[src/rtl/mpf_pkg.sv]
package mpf_pkg;

    // shared bit 7 of the serial control register and the flag that aliases it
    typedef struct packed {
        logic mode_hi;
        logic fe;
    } mpf_ctl_t;

endpackage

[src/rtl/mpf_match.sv]
module mpf_match #(
    parameter int W = 8
) (
    input  logic [W-1:0] rx_byte,
    input  logic [W-1:0] slave_addr,
    input  logic [W-1:0] slave_mask,
    output logic         given_hit,
    output logic         bcast_hit
);

    logic [W-1:0] given_miss;
    logic [W-1:0] bcast_miss;

    for (genvar i = 0; i < W; i++) begin : g_bit
        // a cared-for bit differs from the address
        assign given_miss[i] = slave_mask[i] & (rx_byte[i] ^ slave_addr[i]);
        // broadcast needs a one wherever address or mask holds one
        assign bcast_miss[i] = (slave_addr[i] | slave_mask[i]) & ~rx_byte[i];
    end

    assign given_hit = ~|given_miss;
    assign bcast_hit = ~|bcast_miss;

endmodule

[src/rtl/mpf_ctl.sv]
module mpf_ctl
    import mpf_pkg::*;
(
    input  logic clk,
    input  logic rst_n,
    input  logic frame_done,
    input  logic rx_stop,
    input  logic fe_sel,
    input  logic ctl_wr,
    input  logic ctl_wbit,
    output logic mode_hi,
    output logic fe,
    output logic ctl_rbit
);

    mpf_ctl_t st_d, st_q;
    logic     bad_stop;
    logic     fe_clear;

    assign bad_stop = frame_done & ~rx_stop;
    assign fe_clear = ctl_wr & fe_sel & ~ctl_wbit;

    always_comb begin
        st_d = st_q;
        if (ctl_wr && !fe_sel) begin
            st_d.mode_hi = ctl_wbit;
        end
        if (bad_stop) begin
            st_d.fe = 1'b1;
        end else if (fe_clear) begin
            st_d.fe = 1'b0;
        end
    end

    always_ff @(posedge clk or negedge rst_n) begin
        if (!rst_n) begin
            st_q <= '0;
        end else begin
            st_q <= st_d;
        end
    end

    assign mode_hi  = st_q.mode_hi;
    assign fe       = st_q.fe;
    assign ctl_rbit = fe_sel ? st_q.fe : st_q.mode_hi;


    fe_on_bad_stop_chk: assert property (@(posedge clk) disable iff (!rst_n)
        (frame_done && !rx_stop) |=> fe);


    fe_sticky_chk: assert property (@(posedge clk) disable iff (!rst_n)
        (fe && !(ctl_wr && fe_sel && !ctl_wbit)) |=> fe);


    mode_hold_chk: assert property (@(posedge clk) disable iff (!rst_n)
        !(ctl_wr && !fe_sel) |=> $stable(mode_hi));

endmodule

[src/rtl/mpf_rx_gate.sv]
module mpf_rx_gate #(
    parameter int W = 8
) (
    input  logic         clk,
    input  logic         rst_n,
    input  logic         frame_done,
    input  logic [W-1:0] rx_byte,
    input  logic         rx_ninth,
    input  logic         filt_on,
    input  logic         addr_hit,
    input  logic         ri_clr,
    output logic         ri,
    output logic [W-1:0] rx_data,
    output logic         rx_ninth_q
);

    typedef struct packed {
        logic         ri;
        logic [W-1:0] data;
        logic         ninth;
    } rx_st_t;

    rx_st_t st_d, st_q;
    logic   slot_free;
    logic   qualifies;
    logic   accept;

    assign slot_free = ~st_q.ri | ri_clr;
    assign qualifies = ~filt_on | (rx_ninth & addr_hit);
    assign accept    = frame_done & slot_free & qualifies;

    always_comb begin
        st_d = st_q;
        if (accept) begin
            st_d.ri    = 1'b1;
            st_d.data  = rx_byte;
            st_d.ninth = rx_ninth;
        end else if (ri_clr) begin
            st_d.ri = 1'b0;
        end
    end

    always_ff @(posedge clk or negedge rst_n) begin
        if (!rst_n) begin
            st_q <= '0;
        end else begin
            st_q <= st_d;
        end
    end

    assign ri         = st_q.ri;
    assign rx_data    = st_q.data;
    assign rx_ninth_q = st_q.ninth;


    ri_needs_frame_chk: assert property (@(posedge clk) disable iff (!rst_n)
        $rose(ri) |-> $past(frame_done));


    data_frame_blocked_chk: assert property (@(posedge clk) disable iff (!rst_n)
        (frame_done && filt_on && !rx_ninth && !ri) |=> !ri);


    hit_taken_chk: assert property (@(posedge clk) disable iff (!rst_n)
        (frame_done && filt_on && rx_ninth && addr_hit && !ri) |=> ri);


    overrun_hold_chk: assert property (@(posedge clk) disable iff (!rst_n)
        (ri && !ri_clr) |=> ($stable(rx_data) && $stable(rx_ninth_q) && ri));


    clear_chk: assert property (@(posedge clk) disable iff (!rst_n)
        (ri_clr && !frame_done) |=> !ri);

endmodule

[src/rtl/mpf_top.sv]
module mpf_top #(
    parameter int W = 8
) (
    input  logic         clk,
    input  logic         rst_n,
    input  logic         frame_done,
    input  logic [W-1:0] rx_byte,
    input  logic         rx_ninth,
    input  logic         rx_stop,
    input  logic [W-1:0] slave_addr,
    input  logic [W-1:0] slave_mask,
    input  logic         mp_en,
    input  logic         fe_sel,
    input  logic         ctl_wr,
    input  logic         ctl_wbit,
    input  logic         ri_clr,
    output logic         ri,
    output logic [W-1:0] rx_data,
    output logic         rx_ninth_q,
    output logic         fe,
    output logic         mode_hi,
    output logic         ctl_rbit
);

    logic given_hit;
    logic bcast_hit;
    logic filt_on;

    mpf_match #(.W(W)) u_match (
        .rx_byte    (rx_byte),
        .slave_addr (slave_addr),
        .slave_mask (slave_mask),
        .given_hit  (given_hit),
        .bcast_hit  (bcast_hit)
    );

    mpf_ctl u_ctl (
        .clk        (clk),
        .rst_n      (rst_n),
        .frame_done (frame_done),
        .rx_stop    (rx_stop),
        .fe_sel     (fe_sel),
        .ctl_wr     (ctl_wr),
        .ctl_wbit   (ctl_wbit),
        .mode_hi    (mode_hi),
        .fe         (fe),
        .ctl_rbit   (ctl_rbit)
    );

    assign filt_on = mode_hi & mp_en;

    mpf_rx_gate #(.W(W)) u_gate (
        .clk        (clk),
        .rst_n      (rst_n),
        .frame_done (frame_done),
        .rx_byte    (rx_byte),
        .rx_ninth   (rx_ninth),
        .filt_on    (filt_on),
        .addr_hit   (given_hit | bcast_hit),
        .ri_clr     (ri_clr),
        .ri         (ri),
        .rx_data    (rx_data),
        .rx_ninth_q (rx_ninth_q)
    );


    miss_ignored_chk: assert property (@(posedge clk) disable iff (!rst_n)
        (frame_done && filt_on && !given_hit && !bcast_hit && !ri && !ri_clr)
        |=> (!ri && $stable(rx_data)));

endmodule

[config.mk]
export PLATFORM = sky130hd
export DESIGN_NAME = mpf_top
export DESIGN_NICKNAME = d
export VERILOG_FILES = /design/src/rtl/mpf_pkg.sv /design/src/rtl/mpf_match.sv /design/src/rtl/mpf_ctl.sv /design/src/rtl/mpf_rx_gate.sv /design/src/rtl/mpf_top.sv
export SDC_FILE = /design/constraint.sdc
export NUM_CORES = 1
export LEC_CHECK = 0
export ABC_AREA = 1
export CORE_AREA = 2 2 48 50
export CTS_CLUSTER_DIAMETER = 150
export CTS_CLUSTER_SIZE = 25
export DETAILED_ROUTE_END_ITERATION = 10
export DIE_AREA = 0 0 50 52
export GPL_TIMING_DRIVEN = 0
export PLACE_DENSITY = 0.81
export SETUP_SLACK_MARGIN = 0.3
export SYNTH_ARGS = -nofsm -noshare
export SYNTH_HDL_FRONTEND = slang
export SYNTH_SLANG_ARGS = --single-unit
export TNS_END_PERCENT = 30
[constraint.sdc]
create_clock -name clk -period 3.7 [get_ports clk]
set_clock_uncertainty 0.15 [all_clocks]
set_input_delay 0.74 -clock clk [delete_from_list [all_inputs] [get_ports clk]]
set_output_delay 0.74 -clock clk [all_outputs]
set_load 0.01 [all_outputs]
======== After elaboration in Yosys (flattened, before gate mapping) ========
Index checks and enable logic that the tools add are counted.
storage, ports and cells
  register bits ........................... 12
  bits of input ports ..................... 34
  output and inout port bits .............. 13
cells by class
  muxes and demuxes ....................... 5
  bitwise gates (word level) .............. 54
  reduce and logical (&&, ||, !) cells .... 8
operator list
  cell                 number
  $and A1 B1 Y1        23
  $reduce_or A8 Y1     2
  $not A1 Y1           12
  $or A1 B1 Y1         11
  $xor A1 B1 Y1        8
  $mux W1              5
  $reduce_bool A2 Y1   2
  $logic_not A1 Y1     3
  $logic_and A1 B1 Y1  1

======== Longest topological paths before layout ========
Gate-level depths: netlist of run 1.
  depth after elaboration ................. 9
  mapped depth ............................ 12

======== Hierarchy ========
A second synthesis of run 1 with hierarchy kept.
second synthesis, totals
  cells, all modules ...................... 118
  area, all modules ....................... 794.5 µm²
by module, submodules not included
  module       instances  cells an instance  area an instance (µm²)
  mpf_rx_gate  1          45                 437.9
  mpf_match    1          53                 234.0
  mpf_ctl      1          15                 103.8
  mpf_top      1          5                  18.8

======== Worst setup path before layout of run 1 ========
Ideal clock, no wire load.
  path kind ............................... input-to-output
  start ................................... in fe_sel
  end ..................................... out ctl_rbit
  data arrival time ....................... 941 ps
  required time ........................... 2810 ps
  slack ................................... 1869 ps
  cell stages on the path ................. 3
  cells stage by stage .................... inv_1 -> nand2_1 -> nand2_1
on the way
  cells in the longest elaborated chain, start to end .. 1
RTL lines
  item             RTL line       text
  start, declared  mpf_top.sv:13  input logic fe_sel,
  $mux W1          mpf_ctl.sv:45  assign ctl_rbit = fe_sel ? st_q.fe : st_q.mode_hi;
  end, declared    mpf_top.sv:22  output logic ctl_rbit
Every way passes these cells.

======== Worst setup path after layout of run 1 ========
Same ends and word-level chain as after synthesis.

==> results of run 1 <==
==> flip-flops by register name, summed over array words and instances, names as in the netlist <==
signal	cells
u_gate.ri	1
u_gate.rx_ninth_q	1
u_ctl.mode_hi	1
u_gate.rx_data	8
u_ctl.fe	1
==> per-layer routing <==
metal	share of wire	track usage	wire [µm]	up-vias
met2	0.51	0.322	1030	35
met5	0	0	0	-
met1	0.40	0.172	801	400
li1	-	-	-	481
met4	0.021	0.0741	42	0
met3	0.074	0.0460	149	7
==> power groups by stage <==
stage | combinational, µW | clock (µW) | sequential, µW
2_1_floorplan | 53.4 | 0 | 183
5_1_grt | 191 | 114 | 172
3_5_place_dp | 173 | 0 | 172
6_report | 172 | 102 | 169
4_1_cts | 174 | 106 | 170
3_3_place_gp | 168 | 0 | 171
==> logic make-up after synthesis <==
logic type	count (synthesis)	synth area share
flip-flops	12	0.389
AO/OA/AOI/OAI	13	0.0859
buffers and inverters	21	0.102
AND/OR/NAND/NOR	76	0.423
==> cell type report <==
class,instances,area share
clock buffers,4,0.0278
inverters,21,0.0605
multi-input cells,89,0.301
flip-flops and latches,12,0.230
well taps,28,0.0269
repair buffers,46,0.353
==> cells in the final DEF (no fill, tap or decap) <==
cell                              instances
sky130_fd_sc_hd__o21ai_1                  2
sky130_fd_sc_hd__nor2_1                   5
sky130_fd_sc_hd__nand2_2                  1
sky130_fd_sc_hd__nand2_4                  2
sky130_fd_sc_hd__clkbuf_8                 1
sky130_fd_sc_hd__a31oi_1                  1
sky130_fd_sc_hd__a21oi_1                  1
sky130_fd_sc_hd__clkbuf_4                 3
sky130_fd_sc_hd__o21ai_0                  9
sky130_fd_sc_hd__inv_1                   20
sky130_fd_sc_hd__nand2_1                 50
sky130_fd_sc_hd__nor2_2                   1
sky130_fd_sc_hd__nand3_1                 17
sky130_fd_sc_hd__dfrtp_1                 12
sky130_fd_sc_hd__inv_2                    1
sky130_fd_sc_hd__clkdlybuf4s50_1         46
==> per-stage QoR <==
| stage | cells | hold WS, ns | worst slack [ns] | util |
|---|---|---|---|---|
| floorplan | 122 | 0.294 | 1.87 | - |
| global placement | 196 | 0.303 | 0.916 | 0.602 |
| detailed placement | 196 | 0.310 | 0.893 | 0.602 |
| CTS | 200 | 0.325 | 0.884 | 0.619 |
| global route | 200 | 0.363 | 0.838 | 0.619 |
| finish | 200 | 0.323 | 0.892 | 0.619 |
==> worst reg2reg max path: stages, from the launching register on <==
cell and delay, ns:
sky130_fd_sc_hd__dfrtp_1 0.38, sky130_fd_sc_hd__inv_1 0.07, sky130_fd_sc_hd__nor2_1 0.05, sky130_fd_sc_hd__nor2_2 0.35, sky130_fd_sc_hd__nand2_4 0.15, sky130_fd_sc_hd__nand2_1 0.08, sky130_fd_sc_hd__nand2_1 0.06
==> worst paths after layout <==
path	start	to
hold reg to reg	u_gate.rx_data[2]	u_gate.rx_data[2]
setup reg to reg	u_gate.ri	u_gate.rx_data[6]
min in group asynchronous	rst_n	u_gate.rx_data[5]
setup / recovery	fe_sel	ctl_rbit
max in group asynchronous	rst_n	u_gate.rx_data[3]
hold / removal	u_gate.rx_data[2]	u_gate.rx_data[2]
==> summary by stage, run 1 <==
Status
The flow ran to the end, and the final reports show no timing, DRC or antenna violations.

Cells and area
The fill cell instance count of the final layout is around 180. After routing the design area is 1300 µm². The multi-input combinational cells in the finished layout cover a total of 393 µm². For this run, the post-layout net count is 207. From synthesis to final layout, the design area changed by 68.9%. 0 antenna diodes ended up in the layout.

The area used by sequential logic in the layout is 300 µm². The share of final-layout standard cells stronger than drive strength 1 is 0.0523.

GRT
The all-layer global routing usage is 0.170. The first global-routing pass estimated about 3400 µm of wire. Entering global routing, the biggest net connects 13 pins. The overall overflow remaining after global route is 0. The number of antenna violations at the first check in global routing is 0. The via count of the first global-routing pass came to 856.

Synth
The mean post-synth cell area is approximately 6.3 µm². When the netlist entered floorplanning its net count stood at 156. The synthesized design contains 0 enable-type register cells. For this run, the number of Yosys warnings is 0. The share of the Yosys chip area taken by registers is 0.389. The number of distinct standard cells referenced by the synthesized netlist is 13. Yosys instantiated no cell more often than sky130_fd_sc_hd__nand2_1.

After synthesis the cells add up to 772 µm². The top-area cell type share of the netlist area is 0.389. By area the synthesized netlist is led by sky130_fd_sc_hd__dfrtp_1 39%, sky130_fd_sc_hd__nand2_1 24%, sky130_fd_sc_hd__nand3_1 11%, sky130_fd_sc_hd__inv_1 9.7%, sky130_fd_sc_hd__o21ai_0 5.8%. In the synthesized netlist the dominant register cell turns out to be sky130_fd_sc_hd__dfrtp_1. The async set-or-reset flop fraction in the synthesized netlist is 1.00. After synthesis, the most frequently instantiated cells are 50 x sky130_fd_sc_hd__nand2_1, 20 x sky130_fd_sc_hd__inv_1, 17 x sky130_fd_sc_hd__nand3_1.

The synthesized instance count is 122. The post-synthesis register bit count is 12. The cell taking the most area after synthesis is sky130_fd_sc_hd__dfrtp_1.

Die
The floorplan die height is 52 µm. From left edge to right edge, the die measures 50 µm. The region available for standard cell placement spans 2110 µm². The die covers 2600 µm². The initial utilization of the core area, before any placement, comes to 0.367. The top-level I/O count is 47. After floorplanning, the core was divided into 17 placement rows.

CTS
For the worst-skew pair, the clock arrives at the later sink with an insertion delay of 0.27 ns. The CTS tree is built. The number of gates resized after CTS is 0. The clock passes through at most 2 buffers. The hold-fix buffer count after cts is 0.

The post-CTS clock slew at the launch and capture registers of the worst setup and hold paths is roughly 0.07 ns. The number of H-tree branching levels is 1. Clock tree synthesis selected as its root buffer the cell sky130_fd_sc_hd__clkbuf_4. The number of setup buffers added after CTS is 0. The total clock buffers created by CTS is 3. For this design, the sink count on the clock tree is 12.

Setup path
At the worst endpoint, the required time is roughly 2.8 ns. In this design, the stage delay of the slowest critical-path cell is 0.52 ns. Traced cell by cell, the critical path runs through clkdlybuf4s50_1 > inv_1 > nand2_1 > nand2_1 > clkdlybuf4s50_1. The critical path contains buffers and inverters numbering 3 combined. The number of cells on the worst reg-to-reg path is 6.

The category of the critical setup timing path is in -> out. Broken down by cell family, the worst path's largest delay share belongs to buffers and inverters. The type of element capturing the critical path is an output port.

Setup slack on the worst reg-to-reg path comes out at 2.30 ns. The critical path crosses 5 cells after its start point. The library cell contributing the largest single delay on the critical path is sky130_fd_sc_hd__clkdlybuf4s50_1. Along the worst path, the maximum fanout reaches 3.

At the worst endpoint, the arrival time is 1.92 ns. The worst setup path is launched from a primary input.

STA
The number of hold violations in the final report is 0. The routed design could run at a clock period as short as between 2 and 3 ns. The fmax is 0.356 GHz.

The worst-margin pin slew is 0.530 ns. The total count of max-transition violations in the final report is 0. Of the available clock period, the critical path in the final layout requires 0.759. The final-layout setup total negative slack is 0 ns. Headroom to the max-slew limit came out at 0.646.

The total of endpoints with negative setup slack in the final report is 0. Setup repair after global routing left no endpoint under its margin.

Route
The aggregate routed wire length is 2020 µm. The routed length per instance is just over 10 µm. The DRC violation count after routing is 0.

The number of nets with antenna violations after routing is 0. After detailed routing, the number of vias per cell comes to 4.62. The number of search-and-repair iterations in the first detailed-routing pass is 4. The violation count after the first detailed-routing iteration is 12.

Detailed routing inserted a total of 923 vias.

Power
Internal power comes to 312 µW. The power density relative to cell area is 340 nW/µm². The analysis attributes to net switching a power of 131 µW. Of the total power, registers draw 0.382. The portion of total power attributed to the clock network is 0.231. The standby leakage power is about 0.00067 µW. The worst-case vdd ir drop is 0.221 mV. Overall power consumption after layout is estimated at ~440 µW. The fraction of power spent switching nets is 0.296.

Of the total power, combinational logic draws 0.387.

Min path
The worst min-delay path category is reg -> reg. The worst hold path passes through 2 cells.

Placed design
The detailed-placement wirelength estimate is 1730 µm. After detailed placement, the total cell area comes to between 1000 and 1500 µm². In this run the tool buffered the top-level ports with between 40 and 50 buffer cells.

The final weighted congestion in routability-driven placement is 0.725.

Job
Max-cap violations in this run came to 0.
(Power assumes the default switching activity.)
==> run 2, diff against run 1 <==
--- a/config.mk
+++ b/config.mk
@@ -6,13 +6,13 @@
 export NUM_CORES = 1
 export LEC_CHECK = 0
 export ABC_AREA = 1
-export CORE_AREA = 2 2 48 50
+export CORE_AREA = 2 2 52 54
 export CTS_CLUSTER_DIAMETER = 150
 export CTS_CLUSTER_SIZE = 25
 export DETAILED_ROUTE_END_ITERATION = 10
-export DIE_AREA = 0 0 50 52
+export DIE_AREA = 0 0 54 56
 export GPL_TIMING_DRIVEN = 0
-export PLACE_DENSITY = 0.81
+export PLACE_DENSITY = 0.73
 export SETUP_SLACK_MARGIN = 0.3
 export SYNTH_ARGS = -nofsm -noshare
 export SYNTH_HDL_FRONTEND = slang
==> constraint.sdc (replaced) <==
create_clock -name clk -period 2.3 [get_ports clk]
set_clock_uncertainty 0.15 [all_clocks]
set_input_delay 0.46 -clock clk [delete_from_list [all_inputs] [get_ports clk]]
set_output_delay 0.46 -clock clk [all_outputs]
set_load 0.01 [all_outputs]
==> summary by stage, run 2 (synthesis results as in run 1) <==
Status
The flow ran to the end, and the final reports show no timing, DRC or antenna violations.

STA
The number of hold violations in the final report came to 0. The total count of max-transition violations in the final report was 0. Headroom to the max-slew limit came out at 0.622. Timing would allow up to 0.534 GHz. The minimum hold slack is 0.324 ns. For the pin with the worst max-slew slack, the measured transition is roughly 0.57 ns. Setup repair after global routing left no endpoint under its margin. The final critical delay including setup and external delays is 1.87 ns. Dividing the final minimum period by the clock period gives 0.815.

The final-layout setup total negative slack is 0 ns. Setup violations remaining at the end of the flow were counted as 0.

Route
The violation count after the first detailed-routing iteration is 21. The aggregate routed wire length is 2180 µm. The routed length per instance is 10.7 µm. The number of nets with antenna violations after routing is 0.

After detailed routing, the number of vias per cell comes to 4.46. The first detailed-routing pass ran for 4 iterations. For this block, the via count after detailed routing is approximately 910. The DRC violation count after routing is 0.

CTS
In this run, CTS created clock tree buffers numbering 3. The clock root buffer is sky130_fd_sc_hd__clkbuf_4. Clock tree synthesis found a total of 12 sinks.

The post-CTS clock slew at the launch and capture registers of the worst setup and hold paths is 0.07 ns. The number of H-tree branching levels is 1. Hold repair after CTS inserted 0 buffers. The CTS tree is built. Clock latency on the worst-skew pair, taken at its later pin, is 0.26 ns. The maximum number of buffers from clock root to sink is 2.

Power
For this design the ratio of total power to cell area is 508 nW/µm². Summed over all cells, the static leakage comes to 0.000727 µW. The worst-case IR drop observed on VDD is 0.308 mV.

Cells and area
The register with the most flip-flops in the layout has 8 of them. Leaving out fill and tap cells, the most frequent cell in the layout is sky130_fd_sc_hd__nand2_1. From synthesis to final layout, the design area changed by 72.8%. Leaving out fill and tap cells, the most frequent cells in the layout are 50 x sky130_fd_sc_hd__nand2_1, 39 x sky130_fd_sc_hd__clkdlybuf4s50_1, 20 x sky130_fd_sc_hd__inv_1. 0 antenna diodes ended up in the layout. Of the cells placed in the final design, the portion with a size suffix greater than 1 is 0.0632. Measured on the finished design, the core utilization comes to 0.548. Counting the fill cells in the layout gives 235.

The final net count is 210.

Die
During I/O placement, the number of pins put on the boundary was 47. The floorplan die height is 56 µm. The number of placement rows is 18. The die is 54 µm wide.

The area inside the core boundary is 2430 µm². The die footprint is 3020 µm². For this configuration, the core starts out at a cell density of 0.317.

Placed design
The number of port buffers is 46. At the end of routability-driven placement, the weighted congestion stood at 0.709. Detailed placement finished with a half-perimeter wire length of 1800 µm.

GRT
The first global-routing pass estimated 3500 µm of wire. The pin count of the biggest net entering global routing is 13. The via count of the first global-routing pass is 864. The overall overflow remaining after global route is 0.

Across every metal layer, demand over resource in global routing totals 0.148. The number of antenna violations at the first check in global routing was 0.

Setup path
For the worst setup path, the data arrival time is around 1.9 ns. The critical path startpoint category is a primary input. STA classifies the critical path endpoint as a flip-flop.

The largest fanout on the critical path is 8. The category of the critical setup timing path is in -> reg. The data required time at the worst endpoint is 2.35 ns. For flop-to-flop paths, the worst setup slack is 0.86 ns.

Job
The number of max-capacitance violations reported is 0.

Min path
The tightest min-delay check is of the reg -> reg type.
run 2: cell count changes in the layout (fill, tap and decap cells not counted), sizes merged:
cell | before | now
clkbuf | 4 | 3
dlygate4sd2 | 0 | 2
buf | 0 | 3
clkdlybuf4s50 | 46 | 39
dlymetal6s2s | 0 | 5
run 2: layer usage:
layer / GRT usage / vias to the layer above / share of wire
li1: - / 483 / -
met1: 0.182 / 397 / 0.44
met2: 0.258 / 29 / 0.48
met3: 0.0403 / 0 / 0.082
met4: 0.0214 / 0 / 0
met5: 0 / - / 0
run 2: where the power goes:
part           switching [µW]  internal, µW  total, µW
clock network            59.1          60.3        119
registers                21.7           250        272
logic                     127           159        287
total                     208           469        677
run 2: per-stage QoR:
| stage | total power, µW | cells | instance area, µm² | setup WS [ns] |
|---|---|---|---|---|
| 2_1_floorplan | 380 | 122 | 772 | 0.829 |
| 3_3_place_gp | 548 | 198 | 1270 | 0.0778 |
| 3_5_place_dp | 556 | 198 | 1270 | 0.0550 |
| 4_1_cts | 677 | 201 | 1290 | 0.427 |
| 5_1_grt | 728 | 204 | 1330 | 0.293 |
| 6_report | 677 | 204 | 1330 | 0.426 |
run 2: cell type report:
class,instances,area [µm²],share of cell area
repair buffers,49,493,0.370
clock buffers,3,22.5,0.0169
inverters,21,78.8,0.0591
flip-flops and latches,12,300,0.225
well taps,30,37.5,0.0281
multi-input cells,89,402,0.301
run 2: path summary, 6_finish.rpt:
path,from,cells past startpoint,endpoint
min reg2reg,u_gate.rx_data[5],2,u_gate.rx_data[5]
min,u_gate.rx_data[5],2,u_gate.rx_data[5]
max,rx_byte[1],12,u_gate.rx_data[1]
max in group asynchronous,rst_n,1,u_gate.rx_data[3]
max reg2reg,u_gate.ri,6,u_gate.rx_data[1]
min in group asynchronous,rst_n,1,u_gate.rx_data[1]
run 2: what timing repair did:
action,4_1_cts,5_1_grt
pin swaps,0,2
buffers inserted,0,3
gates resized for setup,2,7
setup endpoints to repair,1,10
run 2: worst max-delay path, cell delays in order:
cell and delay, ns:
sky130_fd_sc_hd__clkdlybuf4s50_1 0.52, sky130_fd_sc_hd__inv_1 0.07, sky130_fd_sc_hd__o21ai_0 0.08, sky130_fd_sc_hd__nand2_1 0.07, sky130_fd_sc_hd__nor2_1 0.11, sky130_fd_sc_hd__nand2_1 0.05, sky130_fd_sc_hd__nand2_1 0.08, sky130_fd_sc_hd__nand2_2 0.07
sky130_fd_sc_hd__nand2_4 0.14, sky130_fd_sc_hd__buf_4 0.13, sky130_fd_sc_hd__nand3_1 0.05, sky130_fd_sc_hd__nand2_1 0.10
